File: config.mk
export PLATFORM = sky130hd
export DESIGN_NAME = prescaled_timer8
export DESIGN_NICKNAME = d
export VERILOG_FILES = /design/src/rtl/tmr8_pkg.sv /design/src/rtl/tmr8_src_select.sv /design/src/rtl/tmr8_prescaler.sv /design/src/rtl/tmr8_sync_pipe.sv /design/src/rtl/tmr8_count_reg.sv /design/src/rtl/prescaled_timer8.sv
export SDC_FILE = /design/constraint.sdc
export NUM_CORES = 1
export LEC_CHECK = 0
export BUFFER_PORTS_ARGS = -buffer_cell sky130_fd_sc_hd__buf_2
export CORE_ASPECT_RATIO = 0.6
export CORE_MARGIN = 2
export CORE_UTILIZATION = 48
export CTS_CLUSTER_DIAMETER = 100
export DETAILED_ROUTE_END_ITERATION = 10
export PLACE_DENSITY = 0.72
export SLEW_MARGIN = 15
export SYNTH_ARGS = -nofsm -noshare
export SYNTH_HDL_FRONTEND = slang
export SYNTH_SLANG_ARGS = --single-unit
export TNS_END_PERCENT = 5
File: constraint.sdc
create_clock -name clk -period 1.55 [get_ports clk]
set_input_delay 0.0775 -clock clk [delete_from_list [all_inputs] [get_ports clk]]
set_output_delay 0.0775 -clock clk [all_outputs]
set_load 0.005 [all_outputs]
File: src/rtl/tmr8_pkg.sv
package tmr8_pkg;
  typedef enum logic {
    SRC_CYCLE = 1'b0,
    SRC_PIN   = 1'b1
  } src_e;

  localparam int unsigned DEF_CNT_W   = 8;
  localparam int unsigned DEF_PSEL_W  = 3;
  localparam int unsigned DEF_HOLD    = 2;
  localparam int unsigned DEF_SYNC    = 2;
endpackage

File: src/rtl/tmr8_src_select.sv
module tmr8_src_select
  import tmr8_pkg::*;
(
  input  logic clk,
  input  logic rst,
  input  logic cyc_en,
  input  logic ext_pin,
  input  logic src_sel,
  input  logic edge_fall,
  input  logic sleep,
  input  logic hold,
  input  logic wr_en,
  output logic evt
);
  logic pin_now;
  logic pin_old;
  logic pin_edge;
  logic raw_evt;

  always_ff @(posedge clk) begin
    if (rst) begin
      pin_now <= 1'b0;
      pin_old <= 1'b0;
    end else begin
      pin_now <= ext_pin;
      pin_old <= pin_now;
    end
  end

  always_comb begin
    if (edge_fall) pin_edge = pin_old & ~pin_now;
    else           pin_edge = ~pin_old & pin_now;
  end

  always_comb begin
    unique case (src_e'(src_sel))
      SRC_PIN:   raw_evt = pin_edge;
      default:   raw_evt = cyc_en;
    endcase
  end

  assign evt = raw_evt & ~sleep & ~hold & ~wr_en;
endmodule

File: src/rtl/tmr8_prescaler.sv
module tmr8_prescaler #(
  parameter int unsigned PSEL_W = 3
) (
  input  logic              clk,
  input  logic              rst,
  input  logic              clear,
  input  logic              evt,
  input  logic              bypass,
  input  logic [PSEL_W-1:0] ratio,
  output logic              tick
);
  localparam int unsigned PRE_W = 1 << PSEL_W;

  logic [PRE_W-1:0]  pre_cnt;
  logic [PRE_W-1:0]  top_val;
  logic [PSEL_W:0]   shamt;
  logic              at_top;

  assign shamt   = {1'b0, ratio} + 1'b1;
  assign top_val = ~({PRE_W{1'b1}} << shamt);
  assign at_top  = (pre_cnt == top_val);
  assign tick    = bypass ? evt : (evt & at_top);

  always_ff @(posedge clk) begin
    if (rst || clear) begin
      pre_cnt <= '0;
    end else if (evt && !bypass) begin
      if (at_top) pre_cnt <= '0;
      else        pre_cnt <= pre_cnt + 1'b1;
    end
  end
endmodule

File: src/rtl/tmr8_sync_pipe.sv
module tmr8_sync_pipe #(
  parameter int unsigned STAGES = 2
) (
  input  logic clk,
  input  logic rst,
  input  logic flush,
  input  logic din,
  output logic dout
);
  logic [STAGES-1:0] stg;

  for (genvar g = 0; g < STAGES; g++) begin : g_stage
    if (g == 0) begin : g_first
      always_ff @(posedge clk) begin
        if (rst || flush) stg[g] <= 1'b0;
        else              stg[g] <= din;
      end
    end else begin : g_next
      always_ff @(posedge clk) begin
        if (rst || flush) stg[g] <= 1'b0;
        else              stg[g] <= stg[g-1];
      end
    end
  end

  assign dout = stg[STAGES-1];
endmodule

File: src/rtl/tmr8_count_reg.sv
module tmr8_count_reg #(
  parameter int unsigned CNT_W = 8,
  parameter int unsigned HOLD  = 2
) (
  input  logic             clk,
  input  logic             rst,
  input  logic             cyc_en,
  input  logic             wr_en,
  input  logic [CNT_W-1:0] wr_data,
  input  logic             inc,
  input  logic             flag_clr,
  output logic [CNT_W-1:0] count_q,
  output logic             ovf_flag,
  output logic             hold
);
  localparam int unsigned HOLD_W = $clog2(HOLD + 1);

  logic [HOLD_W-1:0] hold_cnt;
  logic              wrap;

  assign wrap = inc & ~wr_en & (count_q == {CNT_W{1'b1}});
  assign hold = (hold_cnt != '0);

  always_ff @(posedge clk) begin
    if (rst) begin
      count_q  <= '0;
      hold_cnt <= '0;
      ovf_flag <= 1'b0;
    end else begin
      if (wr_en)    count_q <= wr_data;
      else if (inc) count_q <= count_q + 1'b1;

      if (wr_en)                hold_cnt <= HOLD_W'(HOLD);
      else if (cyc_en && hold)  hold_cnt <= hold_cnt - 1'b1;

      if (wrap)          ovf_flag <= 1'b1;
      else if (flag_clr) ovf_flag <= 1'b0;
    end
  end
endmodule

File: src/rtl/prescaled_timer8.sv
module prescaled_timer8 #(
  parameter int unsigned CNT_W  = tmr8_pkg::DEF_CNT_W,
  parameter int unsigned PSEL_W = tmr8_pkg::DEF_PSEL_W,
  parameter int unsigned HOLD   = tmr8_pkg::DEF_HOLD,
  parameter int unsigned SYNC   = tmr8_pkg::DEF_SYNC
) (
  input  logic              clk,
  input  logic              rst,
  input  logic              cyc_en,
  input  logic              ext_pin,
  input  logic              src_sel,
  input  logic              edge_fall,
  input  logic              pre_bypass,
  input  logic [PSEL_W-1:0] pre_ratio,
  input  logic              irq_en,
  input  logic              wr_en,
  input  logic [CNT_W-1:0]  wr_data,
  input  logic              flag_clr,
  input  logic              sleep,
  output logic [CNT_W-1:0]  count_q,
  output logic              ovf_flag,
  output logic              irq
);
  logic evt;
  logic tick;
  logic inc;
  logic hold;

  tmr8_src_select u_src (
    .clk       (clk),
    .rst       (rst),
    .cyc_en    (cyc_en),
    .ext_pin   (ext_pin),
    .src_sel   (src_sel),
    .edge_fall (edge_fall),
    .sleep     (sleep),
    .hold      (hold),
    .wr_en     (wr_en),
    .evt       (evt)
  );

  tmr8_prescaler #(.PSEL_W(PSEL_W)) u_pre (
    .clk    (clk),
    .rst    (rst),
    .clear  (wr_en),
    .evt    (evt),
    .bypass (pre_bypass),
    .ratio  (pre_ratio),
    .tick   (tick)
  );

  tmr8_sync_pipe #(.STAGES(SYNC)) u_sync (
    .clk   (clk),
    .rst   (rst),
    .flush (wr_en | sleep),
    .din   (tick),
    .dout  (inc)
  );

  tmr8_count_reg #(.CNT_W(CNT_W), .HOLD(HOLD)) u_cnt (
    .clk      (clk),
    .rst      (rst),
    .cyc_en   (cyc_en),
    .wr_en    (wr_en),
    .wr_data  (wr_data),
    .inc      (inc),
    .flag_clr (flag_clr),
    .count_q  (count_q),
    .ovf_flag (ovf_flag),
    .hold     (hold)
  );

  assign irq = ovf_flag & irq_en;
endmodule

# == Yosys cells after proc, flatten, opt, wreduce, memory -nomap -nowiden ==
# Cells that the tools add are included.
# totals
elab_cells,52
out_inout_bits,10
ff_bits,23
# classes
n_bitwise,16
n_addsub,4
reduce_logical,10
mux,10
shift,1
eq_ne,2
# op_table
cell,n
8-bit two-way mux,3
8-bit by 1-bit adder with 8-bit output (second input constant),2
1-bit bitwise AND,9
8-bit == test,1
8-bit == test (second input constant),1
8-bit inverter,1
2-bit nonzero test,4
8-bit by 4-bit left shift with 8-bit output (first input constant),1
1-bit two-way mux,5
1-bit inverter,5
3-bit by 1-bit adder with 4-bit output (second input constant),1
2-bit two-way mux,2
1-bit logical AND,2
1-bit logical OR,2
2-bit OR reduction,1
2-bit by 1-bit subtractor with 2-bit output (second input constant),1
1-bit logical NOT,1
1-bit OR,1

# == Logic depth before layout (Yosys ltp) ==
# Gate-level depths: netlist (run 1).
# depth
depth_word,9
ltp_mapped,8
ltp_nobuf,7

# == Cells and area by module ==
# From an unflattened synthesis (run 1), not the netlist that was laid out.
# unflattened
hier_cells,159
area_unflattened_um2,1392.6
# modules_own_cells
module,area_per_inst_um2,cells_each,seq_area_each_um2,n_inst
tmr8_prescaler,626.9,73,160.2,1
tmr8_count_reg,610.6,70,220.2,1
tmr8_src_select,87.6,10,40.0,1
tmr8_sync_pipe,55.1,4,40.0,1
prescaled_timer8,12.5,2,0.0,1

# == Worst setup path after synthesis (run 1) ==
# OpenSTA, ideal clock, no wires.
# synth_path
path_type,input to register
startpoint,in pre_ratio[0]
endpoint,reg u_pre.pre_cnt[2]
arrival_time_ns,1.433
setup_slack_ns,-0.018
n_path_buf,0
stages,6
setup_time_ns,0.135
cell_sequence,ha_1 -> xnor2_2 -> mux2i_1 -> nand3_1 -> a221oi_4 -> a211oi_1
# synth_between
elab_chain_len,5
# synth_lines
item,line_no,rtl
"start, declared",prescaled_timer8.sv:14,"input logic [PSEL_W-1:0] pre_ratio,"
3-bit by 1-bit adder with 4-bit output,tmr8_prescaler.sv:19,"assign shamt = {1'b0, ratio} + 1'b1;"
8-bit by 4-bit left shift with 8-bit output,tmr8_prescaler.sv:20,assign top_val = ~({PRE_W{1'b1}} << shamt);
8-bit inverter,tmr8_prescaler.sv:20,
8-bit == test,tmr8_prescaler.sv:21,assign at_top = (pre_cnt == top_val);
8-bit two-way mux,tmr8_prescaler.sv:28,if (at_top) pre_cnt <= '0;
"end signal, assigned",tmr8_prescaler.sv:29,else pre_cnt <= pre_cnt + 1'b1;
"end, declared",tmr8_prescaler.sv:14,logic [PRE_W-1:0] pre_cnt;
# Every way passes these cells.
# A chain may end at the register's enable or synchronous reset.

# == Worst setup path after layout (run 1) ==
# layout_path
startpoint,reg u_pre.pre_cnt[7]
endpoint,reg u_sync.stg[0]
# layout_between
elab_chain_len,3
# layout_lines
item,line_no,rtl
8-bit == test,tmr8_prescaler.sv:21,
1-bit bitwise AND,tmr8_prescaler.sv:22,assign tick = bypass ? evt : (evt & at_top);
1-bit two-way mux,tmr8_prescaler.sv:22,
"end signal, assigned by index",tmr8_sync_pipe.sv:16,else stg[g] <= din;
"end, declared",tmr8_sync_pipe.sv:10,logic [STAGES-1:0] stg;
# Every way passes these cells.

==> results.md, run 1 <==
* Outcome: complete, but fails checks
* Failing checks: setup timing
* Site row count at 15
* Worst vdd ir at 0.000498 V
* Yosys top cell area share at 0.330
* Ports at 32
* Pwr dens at 679 mW/mm^2
* Post-synthesis simple-gate area fraction at 0.279
* Post-route setup slack at -24.1 ps
* TritonCTS Buffers at 3
* H-tree level count at 1
* CTS max path bufs at 2
* Initial drt markers at 111
* Synth area leader: dfxtp_1
* CTS tree: built
* Post-Synthesis Cell Area at 0.00140 mm^2
* Synth Instances at 156
* LEAKAGE at 0.771 nW
* Slowest stage cell on the critical path: o41ai_2
* Peak Freq at 635 MHz
* Max-slew violation count at 0
* Fin crit period at 1570 ps
* Distinct cells, synth at 45
* Power Total at 1.22 mW
* GP Congestion at 0.770
* First-pass GRT wire length at 5670 um
* WL/cell at 14.9 um
* Ys async rst share at 0
* Clock root cell: clkbuf_8
* # nets final at 226
* Vias in the first global route at 1,223
* Total Wirelength at 3460 um
* Final Cycle Share at 1.02
* Inserted Diodes at 0
* Register area share after synthesis at 0.330
* P&R area growth vs syn at 28.9%
* Worst path arrival time at 1790 ps
* Fraction of synthesized area in multiplexers at 0.0358
* Synth Register Bits at 23
* Clock Latency Late Sink at 260 ps
* Synth Net Count at 183
* Chip Height at 45.8 um
* CTS sink count at 23
* Remaining global-route overflow at 0
* EDFF count, synth at 0
* RSZ-0062 raised after global routing: yes
* CP max stage delay at 430 ps
* Top cells by area, synth: dfxtp_1 33%, xor2_1 6.9%, nor2_1 5.6%, ha_1 4.5%, a211oi_1 4.3%
* Die ar. at 0.00337 mm^2
* CP Capture Type: flop
* Slew HR at 0.746
* Dpl ws at -242 ps
* Largest net degree at the start of global routing at 17
* Initial antenna violation count at 0
* Worst-path clk slew at 80 ps
* Core box area at 0.00282 mm^2
* TritonRoute pass-1 iters at 4
* Hold_ws at 40.3 ps
* Via count at 1,276
* Crit path required time at 1760 ps
* CP startpoint kind: flop
* Port bufs at 31
* Drt drc at 0
* Max_cap viols at 0
* Ys flop type: dfxtp_1
* Chip width at 73.6 um
* Slew @ Worst Pin at 377 ps
* Synth warn at 0
* Final-report setup violation count at 8
* Layout cell share with drive strength beyond 1 at 0.354
* Final core utilization at 0.640
* Synth Area in Adders at 0.0448
* CP Class: flop to flop
* CP max FO at 8
* Hpwl dp at 2560 um
* Synth Area in Compound Gates at 0.142
* Routed Antenna Nets at 0
* Crit-path cells: o41ai_2, o221ai_4, a221oi_4, buf_12, o211a_1
* Hold Vio Cnt, Final at 0
* Cts hold-fix bufs at 0
* Hold Crit Class: input pin to flop
* Vias per cell at 5.50
* Final clock skew at 2.88 ps
* Mean Syn Cell Area at 8.95 um^2
* Filler cell count at 243
* Largest family of logic cells by synthesized area: simple AND/OR/NAND/NOR gates
* Initial Utilization at 0.496
* Global router's overall resource usage at 0.226
* XOR/XNOR Fraction of Synth Area at 0.128
-- layer usage --
layer,track usage,up-vias,share of wire
met1,0.316,589,0.46
li1,-,644,-
met5,0,-,0
met3,0.0752,4,0.068
met2,0.352,39,0.46
met4,0.0291,0,0.0078
-- cell type report --
type	count	area, um^2	share of cell area
clock buffers	4	45.0	0.0250
inverters	5	18.8	0.0104
multi-input cells	121	952	0.529
flip-flops and latches	23	465	0.259
well taps	34	42.5	0.0236
repair buffers	45	277	0.154
-- registers in the layout, indices dropped and copies added, names as in the netlist --
name,count
u_sync.stg,1
u_cnt.count_q,8
u_cnt.ovf_flag,1
u_src.pin_now,1
u_sync.dout,1
u_pre.pre_cnt,8
u_src.pin_old,1
u_cnt.hold_cnt,2
-- placed cells by master (no fill, tap or decap), types with 5 or more instances in the layout --
master and count:
mux2i_1 5, nand4_1 7, nand3_1 8, nor2_1 21
xor2_1 11, a211oi_1 6, xnor2_1 5, buf_2 31
a21oi_1 7, dfxtp_1 19, buf_4 12
-- repair_timing --
item,4_1_cts,5_1_grt
setup buffers,1,0
setup endpoints to repair,8,9
hold endpoints to repair,0,0
gates resized for setup,12,6
pin swaps,4,1
-- worst max-delay path, delay by kind of cell (launching register included) --
family	cells	cell delay, ps
flops	1	360
compound gates	4	990
buf+inv	1	160
-- synthesized netlist by cell type (5+ instances only) --
master and number:
a211oi_1 8, a21oi_1 7, dfxtp_1 23, ha_1 5
inv_1 5, mux2i_1 5, nand3_1 8, nand4_1 7
nor2_1 21, xnor2_1 5, xor2_1 11
-- final timing paths --
kind | cells past startpoint | slack [ps] | end | from
max | 5 | -20 | u_sync.stg[0] | u_pre.pre_cnt[7]
min | 3 | 40 | u_cnt.count_q[3] | wr_data[3]
max reg2reg | 5 | -20 | u_sync.stg[0] | u_pre.pre_cnt[7]
min reg2reg | 1 | 480 | u_src.pin_old | u_src.pin_now
-- kinds of logic after synthesis --
family | count (synthesis)
simple gates | 68
compound gates | 25
flops | 23
xor+xnor | 18
buf+inv | 12
mux | 5
fa+ha+maj | 5
-- power breakdown --
part	internal (mW)	switching, mW
clock	0.184	0.189
combinational	0.110	0.115
sequential	0.609	0.0165
-- stage by stage --
step | TNS (ps) | instances | area (um^2)
final | -145 | 232 | 1800
after detailed placement | -1880 | 227 | 1650
after global routing | -704 | 232 | 1800
after CTS | -26.2 | 232 | 1780
after floorplan | 0 | 156 | 1400
after global placement | -1440 | 227 | 1650
Power figures use the tool's default switching activity.
==> run 2: changes to the inputs <==
CELL_PAD_IN_SITES_DETAIL_PLACEMENT = 1   (was default)
CELL_PAD_IN_SITES_GLOBAL_PLACEMENT = 1   (was default)
CORE_UTILIZATION = 36   (was 48)
==> run 2 against run 1 <==
Against the previous run:
- the flow still finishes with violations (setup timing)
- count of clock-buffer cells in the layout unchanged
- clock skew increased by 0.51 ps
- register-to-register slack about the same
- fmax decreased by 0.58%
- cell count increased by 7.3%
- combinational power increased by 8%
- largest power group unchanged
==> results.md, run 2 (same netlist as run 1, synthesis figures left out) <==
* Core box area at 0.00370 mm^2 (was 0.00282 mm^2)
* Clock Latency Late Sink at 270 ps (was 260 ps)
* TritonCTS Buffers at 3 (unchanged)
* CP Class: flop to flop (unchanged)
* Initial antenna violation count at 0 (unchanged)
* Drt drc at 0 (unchanged)
* Slew HR at 0.748 (was 0.746)
* Top cell family by delay on the critical path: compound AO/OA/AOI/OAI gates (unchanged)
* Initial drt markers at 119 (was 111)
* Crit-path cells: nand3_1, a21oi_1, a31oi_2, a221oi_4, buf_12, a211oi_2 (was o41ai_2, o221ai_4, a221oi_4, buf_12, o211a_1)
* Hold Crit Class: input pin to flop (unchanged)
* Min-Delay Endpoint: u_src.pin_now (was u_cnt.count_q[3])
* Worst R2R Start: u_pre.pre_cnt[5] (was u_pre.pre_cnt[7])
* Vias per cell at 5.35 (was 5.50)
* Storage element area at 469 um^2 (was 465 um^2)
* Inserted Diodes at 0 (unchanged)
* WL/cell at 17.0 um (was 14.9 um)
* Site row count at 17 (was 15)
* Slowest stage cell on the critical path: dfxtp_1 (was o41ai_2)
* CP startpoint kind: flop (unchanged)
* Clock root cell: clkbuf_8 (unchanged)
* Global router's overall resource usage at 0.197 (was 0.226)
* Cts hold-fix bufs at 0 (unchanged)
* TritonRoute pass-1 iters at 4 (unchanged)
* Chip width at 84.4 um (was 73.6 um)
* Layout cell share with drive strength beyond 1 at 0.381 (was 0.354)
* CP max stage delay at 420 ps (was 430 ps)
* H-tree level count at 1 (unchanged)
* Dpl ws at -307 ps (was -242 ps)
* RSZ-0062 raised after global routing: yes (unchanged)
* Routed Antenna Nets at 0 (unchanged)
* Port bufs at 31 (unchanged)
* Peak Freq at 632 MHz (was 635 MHz)
* Hold_ws at 27.6 ps (was 40.3 ps)
* Filler cell count at 460 (was 243)
* CP Capture Type: flop (unchanged)
* # nets final at 230 (was 226)
* Commonest cells after routing, fill and taps aside: 31 x buf_2, 21 x nor2_1, 18 x dfxtp_1, 16 x buf_4, 11 x xor2_1 (was 31 x buf_2, 21 x nor2_1, 19 x dfxtp_1, 12 x buf_4, 11 x xor2_1)
* Post-route setup slack at -33.4 ps (was -24.1 ps)
* First-pass GRT wire length at 6600 um (was 5670 um)
* R2R cell count at 6 (was 5)
* RR Endpoint: u_pre.pre_cnt[6] (was u_sync.stg[0])
* Remaining global-route overflow at 0 (unchanged)
* Max-slew violation count at 0 (unchanged)
* Power Total at 1.25 mW (was 1.22 mW)
* CTS tree: built (unchanged)
* Worst-path clk slew at 80 ps (about the same)
* P&R area growth vs syn at 33.4% (was 28.9%)
* Crit. Startpoint: u_pre.pre_cnt[5] (was u_pre.pre_cnt[7])
* Most common cell after layout, fill and taps aside: buf_2 (unchanged)
* Max_cap viols at 0 (unchanged)
* Outcome: complete, but fails checks (unchanged)
* Hpwl dp at 3040 um (was 2560 um)
* Ports at 32 (unchanged)
* Final Cycle Share at 1.02 (about the same)
* Final clock skew at 3.39 ps (was 2.88 ps)
* R2R Setup Slk at -30 ps (was -20 ps)
* Via count at 1,333 (was 1,276)
* Chip Height at 52.2 um (was 45.8 um)
* Worst path arrival time at 1740 ps (was 1790 ps)
* Hold path startpoint: ext_pin (was wr_data[3])
* Largest net degree at the start of global routing at 18 (was 17)
* Top flop regs: u_cnt.count_q: 8 flops, u_pre.pre_cnt: 8 flops, u_cnt.hold_cnt: 2 flops (unchanged)
* CP bufs+invs at 1 (unchanged)
* Fin crit period at 1580 ps (was 1570 ps)
* Die ar. at 0.00441 mm^2 (was 0.00337 mm^2)
* Crit path required time at 1710 ps (was 1760 ps)
* Failing checks: setup timing (unchanged)
* Hold depth at 2 (was 3)
* CTS sink count at 23 (unchanged)
* Final-report setup violation count at 8 (unchanged)
* Multi-input logic area at 965 um^2 (was 952 um^2)
* Slew @ Worst Pin at 378 ps (was 377 ps)
* Hold Vio Cnt, Final at 0 (unchanged)
* GP Congestion at 0.833 (was 0.770)
* CTS max path bufs at 2 (unchanged)
* Worst vdd ir at 0.000409 V (was 0.000498 V)
* Total Wirelength at 4230 um (was 3460 um)
* Vias in the first global route at 1,316 (was 1,223)
* Initial Utilization at 0.377 (was 0.496)
* CP max FO at 7 (was 8)
* Pwr dens at 672 mW/mm^2 (was 679 mW/mm^2)
* LEAKAGE at 0.795 nW (was 0.771 nW)
[run 2: changes by cell type in the layout (fill, tap and decap cells not counted)]
cell      change
buf_4         +4
dfxtp_1       -1
dfxtp_4       +1
nand2b_1      -1
nand2b_4      +1
nand3_1       -1
nand3_2       +1
[run 2: how the worst max path moves through the flow]
stage | slack, ps | end | cells after the start
detailed placement | -310 | u_pre.pre_cnt[6] | 8
floorplan | 10 | u_pre.pre_cnt[0] | 8
global route | -130 | u_pre.pre_cnt[3] | 8
global placement | -190 | u_pre.pre_cnt[6] | 7
CTS | -40 | u_pre.pre_cnt[5] | 8
finish | -30 | u_pre.pre_cnt[6] | 6
[run 2: area by class of cell]
| class | instances | area share |
|---|---|---|
| Clock buffer | 4 | 0.0242 |
| Inverter | 5 | 0.0101 |
| Multi-Input combinational cell | 121 | 0.518 |
| Timing Repair Buffer | 49 | 0.165 |
| Sequential cell | 23 | 0.252 |
| Tap cell | 47 | 0.0316 |
[run 2: where the power goes]
group / switching (mW) / total [mW] / internal (mW)
Combinational: 0.126 / 0.242 / 0.116
Clock: 0.201 / 0.385 / 0.184
Sequential: 0.0175 / 0.625 / 0.607
[run 2: repair_timing]
item / CTS / global route
resized for setup: 16 / 6
pin swaps: 7 / 2
buffers inserted: 3 / 0
endpoints found under the setup margin: 9 / 9
[run 2: through the flow]
| step | util | setup TNS (ps) | cells | cell area (um^2) |
|---|---|---|---|---|
| 2_1_floorplan | - | 0 | 156 | 1400 |
| 3_3_place_gp | 0.455 | -1560 | 242 | 1680 |
| 3_5_place_dp | 0.455 | -2390 | 242 | 1680 |
| 4_1_cts | 0.496 | -83.2 | 249 | 1830 |
| 5_1_grt | 0.503 | -834 | 249 | 1860 |
| 6_report | 0.503 | -217 | 249 | 1860 |
[run 2: layer usage]
layer  global-route usage  share of wire  vias up  wire, um
met3               0.0472          0.040        7       169
met2                0.325           0.47       28      1990
met4               0.0529          0.013        0        54
li1                     -              -      652         -
met5                    0              0        -         0
met1                0.263           0.48      646      2010
==> run 3: changes to the inputs <==
ABC_AREA = 1   (was default)
CORE_UTILIZATION = 34   (was 36)
PLACE_DENSITY = 0.73   (was 0.72)
==> run 3 against run 2 <==
Against the previous run:
- the flow now finishes without violations
- cell area rose by 0.74%
- non-clock buffer count down 9
- critical path depth rose by 6
- total power fell by 3.7%
- clock power down 4%
- worst setup slack improved by 160 ps
- sequential share of layout area down 0.65 points
- cell count up 39%
- synthesized area grew 11%
- sequential cell count unchanged
==> results.md, run 3 <==
* Outcome: finished, final reports clean (was complete, but fails checks)
* H-tree level count at 1 (unchanged)
* LEAKAGE at 0.948 nW (was 0.795 nW)
* # nets final at 314 (was 230)
* Inserted Diodes at 0 (unchanged)
* Total Wirelength at 4510 um (was 4230 um)
* CP max stage delay at 310 ps (was 420 ps)
* Final Cycle Share at 0.916 (was 1.02)
* Synth warn at 0 (unchanged)
* Distinct cells, synth at 28 (was 45)
* CP max FO at 10 (was 7)
* TritonCTS Buffers at 3 (unchanged)
* Port bufs at 31 (unchanged)
* Max_cap viols at 0 (unchanged)
* Top flop regs: u_cnt.count_q: 8 flops, u_pre.pre_cnt: 8 flops, u_cnt.hold_cnt: 2 flops (unchanged)
* WL/cell at 13.0 um (was 17.0 um)
* CP Class: flop to flop (unchanged)
* Worst vdd ir at 0.000326 V (was 0.000409 V)
* CTS sink count at 23 (unchanged)
* Hold_ws at 23.6 ps (was 27.6 ps)
* Synth area leader: dfxtp_1 (unchanged)
* Initial drt markers at 101 (was 119)
* Fin crit period at 1420 ps (was 1580 ps)
* Largest net degree at the start of global routing at 13 (was 18)
* Top post-synthesis cells by count: 62 x nand2_1, 45 x inv_1, 32 x nor2_1 (was 23 x dfxtp_1, 21 x nor2_1, 11 x xor2_1)
* Final clock skew at 2.37 ps (was 3.39 ps)
* Layout cell share with drive strength beyond 1 at 0.213 (was 0.381)
* Worst-path clk slew at 80 ps (about the same)
* Die ar. at 0.00512 mm^2 (was 0.00441 mm^2)
* TritonRoute pass-1 iters at 4 (unchanged)
* Yosys top cell area share at 0.298 (was 0.330)
* Drt drc at 0 (unchanged)
* CP Capture Type: flop (unchanged)
* Slew HR at 0.817 (was 0.748)
* Slew @ Worst Pin at 274 ps (was 378 ps)
* Top cell family by delay on the critical path: simple AND/OR/NAND/NOR gates (was compound AO/OA/AOI/OAI gates)
* Synth Register Bits at 23 (unchanged)
* Crit path required time at 1720 ps (was 1710 ps)
* Synth Net Count at 273 (was 183)
* Chip width at 91.0 um (was 84.4 um)
* Vias in the first global route at 1,533 (was 1,316)
* Max-slew violation count at 0 (unchanged)
* Crit-path most repeated cell: nand2_1
* Count leader, synth: nand2_1 (was dfxtp_1)
* CTS max path bufs at 2 (unchanged)
* Chip Height at 56.2 um (was 52.2 um)
* Synth Instances at 246 (was 156)
* Worst path arrival time at 1590 ps (was 1740 ps)
* Dpl cells at 342 (was 242)
* Hold Crit Class: input pin to flop (unchanged)
* CP startpoint kind: flop (unchanged)
* Global router's overall resource usage at 0.187 (was 0.197)
* Share of power burned in registers at 0.518 (was 0.499)
* Switching power at 0.330 mW (was 0.345 mW)
* Ports at 32 (unchanged)
* GP Congestion at 0.832 (was 0.833)
* Internal power at 0.876 mW (was 0.907 mW)
* CP bufs+invs at 3 (was 1)
* Power Total at 1.21 mW (was 1.25 mW)
* Post-Synthesis Cell Area at 0.00155 mm^2 (was 0.00140 mm^2)
* Final-report setup violation count at 0 (was 8)
* RSZ-0062 raised after global routing: no (was yes)
* Register area share after synthesis at 0.298 (was 0.330)
* Most common cell after layout, fill and taps aside: nand2_1 (was buf_2)
* Peak Freq at 704 MHz (was 632 MHz)
* Fin cells at 346 (was 249)
* Mean Syn Cell Area at 6.28 um^2 (was 8.95 um^2)
* Commonest cells after routing, fill and taps aside: 62 x nand2_1, 43 x inv_1, 32 x nor2_1, 31 x buf_2, 23 x dfxtp_1 (was 31 x buf_2, 21 x nor2_1, 18 x dfxtp_1, 16 x buf_4, 11 x xor2_1)
* Sw frac at 0.274 (was 0.275)
* Slowest stage cell on the critical path: dfxtp_1 (unchanged)
* Ys async rst share at 0 (unchanged)
* Routed Antenna Nets at 0 (unchanged)
* Vias per cell at 4.71 (was 5.35)
* Initial antenna violation count at 0 (unchanged)
* Clock Latency Late Sink at 260 ps (was 270 ps)
* Comb pwr share at 0.176 (was 0.193)
* Total negative setup slack at 0 ps (was -217 ps)
* Remaining global-route overflow at 0 (unchanged)
* Cts hold-fix bufs at 0 (unchanged)
* Pwr dens at 643 mW/mm^2 (was 672 mW/mm^2)
* EDFF count, synth at 0 (unchanged)
* Hold Vio Cnt, Final at 0 (unchanged)
* CTS tree: built (unchanged)
* Top cells by area, synth: dfxtp_1 30%, nand2_1 15%, inv_1 11%, nor2_1 7.8%, nand3_1 6.5% (was dfxtp_1 33%, xor2_1 6.9%, nor2_1 5.6%, ha_1 4.5%, a211oi_1 4.3%)
* Via count at 1,628 (was 1,333)
* First-pass GRT wire length at 7560 um (was 6600 um)
* Crit-path cells: inv_2, ha_4, nand3_2, nor2_2, nand3_2, buf_6, nor2_1, nand2_1, nand2_1, nor2_1, nand2_1, inv_1 (was nand3_1, a21oi_1, a31oi_2, a221oi_4, buf_12, a211oi_2)
* Clock Power Share at 0.306 (was 0.308)
* Ys flop type: dfxtp_1 (unchanged)
* Post-CTS setup buffer count at 0 (was 3)
* P&R area growth vs syn at 21.5% (was 33.4%)
* Initial Utilization at 0.365 (was 0.377)
* Site row count at 18 (was 17)
* Hpwl dp at 3790 um (was 3040 um)
* Clock root cell: clkbuf_8 (unchanged)
* Core box area at 0.00423 mm^2 (was 0.00370 mm^2)
[run 3: changes by cell type after synthesis, sizes merged, moves of 4 or more]
cell    delta
mux2i      -5
xnor2      -5
inv       +42
a211oi     -8
nand2     +59
nand2b     -5
o21ai     +15
nor2      +13
nand3     +15
and2       -4
xor2       -8
[run 3: metal layers]
metal,vias up,track usage,wire length [um]
met1,725,0.299,2560
met3,2,0.0393,344
met2,44,0.255,1580
li1,857,-,-
met4,0,0.0260,27
met5,-,0,0
[run 3: path summary, 6_finish.rpt]
path | cells after the start | to | slack, ps | from
max | 12 | u_pre.pre_cnt[7] | 130 | u_cnt.hold_cnt[0]
min | 3 | u_src.pin_now | 20 | ext_pin
max reg2reg | 12 | u_pre.pre_cnt[7] | 130 | u_cnt.hold_cnt[0]
min reg2reg | 2 | u_src.pin_old | 490 | u_src.pin_now
[run 3: through the flow]
step	setup slack [ps]	instance area, um^2	utilization
2_1_floorplan	206	1550	-
3_3_place_gp	25.1	1810	0.426
3_5_place_dp	18.3	1810	0.426
4_1_cts	15.9	1860	0.439
5_1_grt	15.3	1880	0.443
6_report	130	1880	0.443
[run 3: layout make-up]
class	instances	area [um^2]
fill	598	2360
inverter	47	181
sequential	23	460
clock buffer	4	45.0
tap	60	75.1
timing repair buffer	40	226
multi-input combinational	172	888
[run 3: cell families (layout without fill, tap and decap cells)]
family / count (synthesis) / in the layout / synth area share
AOI/OAI and AO/OA: 31 / 31 / 0.117
DFF: 23 / 23 / 0.298
buffers and inverters: 51 / 91 / 0.142
adders and majority gates: 5 / 5 / 0.0405
and+or+nand+nor: 132 / 132 / 0.380
xor gates and xnor gates: 4 / 4 / 0.0227
[run 3: power by group through the flow]
stage / Sequential (mW) / Clock, mW / Combinational, mW
detailed placement: 0.638 / 0 / 0.206
CTS: 0.624 / 0.387 / 0.208
finish: 0.625 / 0.369 / 0.212
floorplan: 0.637 / 0 / 0.128
global route: 0.627 / 0.418 / 0.244
global placement: 0.637 / 0 / 0.202
[run 3: worst register-to-register path, stage by stage, from the launching register on]
cell,delay (ps)
dfxtp_1,310
inv_2,80
ha_4,140
nand3_2,70
nor2_2,120
nand3_2,110
buf_6,160
nor2_1,80
nand2_1,50
nand2_1,60
nor2_1,40
nand2_1,60
inv_1,40
[run 3: what timing repair did]
item	in CTS	in global routing
setup endpoints to repair	1	7
gates resized for setup	2	5
pin swaps	0	1
cloned	0	0
